`src/rtl/trc_cp_pkg.sv`:
```
package trc_cp_pkg;
  localparam int ADDR_W    = 15;
  localparam int DATA_W    = 32;
  localparam int SPACE_BIT = ADDR_W - 1;
  localparam int NUM_W     = ADDR_W - 1;
  localparam int CTX_NUM   = 0;

  typedef struct packed {
    logic              valid;
    logic              wr;
    logic [ADDR_W-1:0] addr;
  } cp_req_t;
endpackage

```
`src/rtl/trc_cp_pipe.sv`:
```
module trc_cp_pipe
  import trc_cp_pkg::*;
#(
  parameter int DEPTH = 2
) (
  input  logic    clk,
  input  logic    rst_n,
  input  cp_req_t in_req,
  output cp_req_t out_req
);
  cp_req_t [DEPTH-1:0] stg_q;
  cp_req_t [DEPTH-1:0] stg_d;
  logic                adv;

  // next-state: shift toward the commit stage
  always_comb begin
    stg_d[0] = in_req;
    for (int i = 1; i < DEPTH; i++) stg_d[i] = stg_q[i-1];
    adv = in_req.valid;
    for (int i = 0; i < DEPTH; i++) adv = adv | stg_q[i].valid;
  end

  always_ff @(posedge clk or negedge rst_n) begin
    if (!rst_n) begin
      stg_q <= '0;
    end else if (adv) begin
      stg_q <= stg_d;
    end
  end

  assign out_req = stg_q[DEPTH-1];
endmodule

```
`src/rtl/trc_cp_dec.sv`:
```
module trc_cp_dec
  import trc_cp_pkg::*;
#(
  parameter int NREG = 8
) (
  input  cp_req_t         req,
  input  logic            commit,
  output logic [NREG-1:0] cfg_we,
  output logic            ctx_we
);
  logic             go;
  logic [NUM_W-1:0] num;
  logic             space;

  assign go    = req.valid & req.wr & commit;
  assign num   = req.addr[NUM_W-1:0];
  assign space = req.addr[SPACE_BIT];

  for (genvar g = 0; g < NREG; g++) begin : g_we
    assign cfg_we[g] = go & ~space & (num == NUM_W'(g));
  end

  assign ctx_we = go & space & (num == NUM_W'(CTX_NUM));
endmodule

```
`src/rtl/trc_cp_bank.sv`:
```
module trc_cp_bank
  import trc_cp_pkg::*;
#(
  parameter int NREG = 8
) (
  input  logic                   clk,
  input  logic                   rst_n,
  input  logic [NREG-1:0]        cfg_we,
  input  logic                   ctx_we,
  input  logic [DATA_W-1:0]      wdata,
  output logic [NREG*DATA_W-1:0] cfg_q,
  output logic [DATA_W-1:0]      ctx_q
);
  for (genvar g = 0; g < NREG; g++) begin : g_reg
    logic [DATA_W-1:0] r_q;
    logic [DATA_W-1:0] r_d;

    always_comb r_d = wdata;

    always_ff @(posedge clk or negedge rst_n) begin
      if (!rst_n) begin
        r_q <= '0;
      end else if (cfg_we[g]) begin
        r_q <= r_d;
      end
    end

    assign cfg_q[g*DATA_W +: DATA_W] = r_q;
  end

  logic [DATA_W-1:0] ctx_d;
  always_comb ctx_d = wdata;

  always_ff @(posedge clk or negedge rst_n) begin
    if (!rst_n) begin
      ctx_q <= '0;
    end else if (ctx_we) begin
      ctx_q <= ctx_d;
    end
  end
endmodule

```
`src/rtl/trc_cp_port.sv`:
```
module trc_cp_port
  import trc_cp_pkg::*;
#(
  parameter int NREG = 8
) (
  input  logic                   clk,
  input  logic                   rst_n,
  input  logic                   cp_en,
  input  logic                   cp_wr,
  input  logic [14:0]            cp_addr,
  input  logic                   cp_commit,
  input  logic [31:0]            cp_wdata,
  output logic [31:0]            cp_rdata,
  output logic [NREG*32-1:0]     cfg_q,
  output logic [31:0]            ctxid_q
);
  localparam int COMMIT_LAT = 2;

  cp_req_t         req_in;
  cp_req_t         req_due;
  logic [NREG-1:0] cfg_we;
  logic            ctx_we;

  assign req_in.valid = cp_en;
  assign req_in.wr    = cp_wr;
  assign req_in.addr  = cp_addr;

  trc_cp_pipe #(.DEPTH(COMMIT_LAT)) u_pipe (
    .clk     (clk),
    .rst_n   (rst_n),
    .in_req  (req_in),
    .out_req (req_due)
  );

  trc_cp_dec #(.NREG(NREG)) u_dec (
    .req    (req_due),
    .commit (cp_commit),
    .cfg_we (cfg_we),
    .ctx_we (ctx_we)
  );

  trc_cp_bank #(.NREG(NREG)) u_bank (
    .clk    (clk),
    .rst_n  (rst_n),
    .cfg_we (cfg_we),
    .ctx_we (ctx_we),
    .wdata  (cp_wdata),
    .cfg_q  (cfg_q),
    .ctx_q  (ctxid_q)
  );

  assign cp_rdata = '0;
endmodule

```
`config.mk`:
```
export PLATFORM = sky130hd
export DESIGN_NAME = trc_cp_port
export DESIGN_NICKNAME = d
export VERILOG_FILES = /design/src/rtl/trc_cp_pkg.sv /design/src/rtl/trc_cp_pipe.sv /design/src/rtl/trc_cp_dec.sv /design/src/rtl/trc_cp_bank.sv /design/src/rtl/trc_cp_port.sv
export SDC_FILE = /design/constraint.sdc
export NUM_CORES = 1
export LEC_CHECK = 0
export BUFFER_PORTS_ARGS = -buffer_cell sky130_fd_sc_hd__buf_2
export CAP_MARGIN = 40
export CORE_MARGIN = 4
export CORE_UTILIZATION = 50
export CTS_CLUSTER_DIAMETER = 60
export DETAILED_ROUTE_END_ITERATION = 16
export PLACE_DENSITY_LB_ADDON = 0.08
export SYNTH_ARGS = -nofsm -noshare
export SYNTH_HDL_FRONTEND = slang
export SYNTH_SLANG_ARGS = --single-unit
export TNS_END_PERCENT = 30
```
`constraint.sdc`:
```
create_clock -name clk -period 4.5 [get_ports clk]
set_input_delay 0.45 -clock clk [delete_from_list [all_inputs] [get_ports clk]]
set_output_delay 0.45 -clock clk [all_outputs]
set_load 0.03 [all_outputs]
```
==> results.md <==
* Clk slew on worst S/H paths at 0.06 ns
* Root Driver: clkbuf_16
* Initial Util at 50.6%
* Final Hold Viols at 0
* Yosys reg bits at 322
* WP data required at 4.88 ns
* Core area at 24200 um2
* Fin crit share at 68.5%
* Yosys top cell by area: dfrtp_1
* Ports at 372
* Full die area at 27100 um2
* Placed cell area at 14300 um2
* Async S/R FF share, synth at 100%
* Site row count at 57
* Routed vias at 7312
* Clk sinks at 322
* RD Place Congestion at 0.743
* Remaining DRCs at 0
* Outcome: complete, no violations
* Register area share after synthesis at 65.8%
* Drt pass-1 iters at 4
* Worst-path maximum fanout at 23
* Hold Buf Count CTS at 0
* Design Area, Final at 15400 um2
* Max Transition Viols Final at 0
* Power density cells at 384 nW/um2
* Die Wd at 164 um
* Met2 Use GR at 35.7%
* MaxCap Viol Count at 0
* Vias in the first global route at 7520
* Cell variety after synth at 22
* Vias per cell at 5.10
* Top post-synthesis cells by area: dfrtp_1, mux2_2, buf_4
* TritonCTS clock tree: built
* Post-CTS setup buffer count at 0
* Minimum clock period after layout at 3.08 ns
* Chip height at 164 um
* Main synth FF type: dfrtp_1
* Final setup viols at 0
* Pre-CTS setup slack at 1.37 ns
* Yosys warns at 0
* Fmax at 325 MHz
* M1 GR Usage at 27.8%
* # fillers at 1858
* Gr busiest metal: met2
* Post-Syn Instances at 733
* H-Tree Depth at 2
* Worst IR Drop VDD at 0.267 mV
* Final HPWL DP at 20500 um
* M3 GR Usage at 7.61%
* Avg WL per Cell at 20.9 um
* PostCTS Resize Cnt at 0
* WL final at 29900 um
* Max Clock Skew at 0.0125 ns
* Clock Path Buffers at 3
* Final Util at 63.7%
* Rel. slew slack at 38.4%
* Post-Syn Area at 12200 um2
* Worst-Margin Slew at 0.924 ns
* Final net count at 1139
* EDFF count, synth at 0
* Yosys top cell area share at 65.8%
* Arrival @ worst endpoint at 3.46 ns
* Clock Latency Late Sink at 0.50 ns
* PortBufs at 339
* Avg Inst Size Synth at 16.7 um2
* GRT Residual Overflow at 0
* Pleak at 8.86 nW
* Final worst slack at 1.42 ns
* Top cells by count, synth: dfrtp_1, mux2_2, buf_4
* CP startpoint kind: flip-flop
* CP Class: reg2reg
* Worst hold path class: in2async
* Final ANT Viol Nets at 0
* CTS Buf Count at 35
* Area growth syn-to-layout at 25.8%
* First-pass GRT wire length at 45100 um
* Initial drt markers at 362
* Initial antenna violation count at 1
* CP endpoint kind: flip-flop
* Most common cell in the netlist: dfrtp_1
* Share of cells above drive strength 1 at 65.9%
* Final TNS setup at 0 ns
* Gr usage total at 21.8%
* RSZ-0062 raised after global routing: false
* Largest net degree at the start of global routing at 122
* Antenna cells at 0
* Tot Pwr at 5.91 mW
[final cells by class]
type,count,area (um2),area share [%]
clock buffers,55,1100,7.16
multi-input cells,375,3910,25.4
clock inverters,5,27.5,0.179
well taps,324,405,2.63
flip-flops and latches,322,8060,52.3
repair buffers,353,1900,12.3
[worst paths after layout]
check,start,to,slack [ns],cells past startpoint
setup reg to reg,u_pipe.out_req[9],u_bank.g_reg[6].r_q[27],1.42,5
hold / removal,rst_n,u_bank.g_reg[4].r_q[4],0.02,1
max in group asynchronous,rst_n,u_pipe.out_req[3],3.40,2
min in group clk,cp_en,u_pipe.stg_d[33],0.09,1
setup / recovery,u_pipe.out_req[9],u_bank.g_reg[6].r_q[27],1.42,5
hold reg to reg,u_pipe.stg_d[33],u_pipe.out_req[16],0.39,0
[power breakdown]
group	total, mW	internal, mW	switching (mW)
clock	2.77	1.68	1.10
sequential	2.94	2.92	0.0158
combinational	0.201	0.0500	0.151
[cells in the final DEF (no fill, tap or decap), types with 4 or more instances in the layout]
cell type,n
buf_2,338
dfrtp_1,322
mux2_2,315
clkbuf_16,37
conb_1,32
clkbuf_8,11
buf_4,8
clkbuf_1,7
mux2_1,5
nand3_2,4
clkinv_2,4
buf_12,4
[state kept, by name (all words and copies together) (netlist names)]
signal,flops
u_bank.g.r_q,256
u_pipe.out_req,17
u_bank.ctx_q,32
u_pipe.stg_d,17
[stage by stage]
stage               cells  hold WS [ns]
floorplan             764         0.154
global placement     1370         0.376
detailed placement   1374         0.382
CTS                  1434        0.0668
global route         1434        0.0699
finish               1434        0.0211
[cell families after synthesis]
group / after synthesis / synth area share, %
buffers and inverters: 67 / 3.48
and+or+nand+nor: 23 / 1.25
muxes: 320 / 29.4
other: 1 / 0.0306
DFF: 322 / 65.8
[worst max-delay path, cell delays in order (launching register included)]
cell and delay, ns:
dfrtp_1 0.37, or4_1 0.59, nor4_4 0.52, nand3_2 0.73, buf_4 0.46, mux2_2 0.29
[layer usage]
layer  routed length [um]  up-vias
li1                     -     3235
met1                12100     3758
met2                14100      260
met3                 2800       57
met4                  814        2
met5                    8        -
No activity file was read; power rests on OpenSTA's default activity.
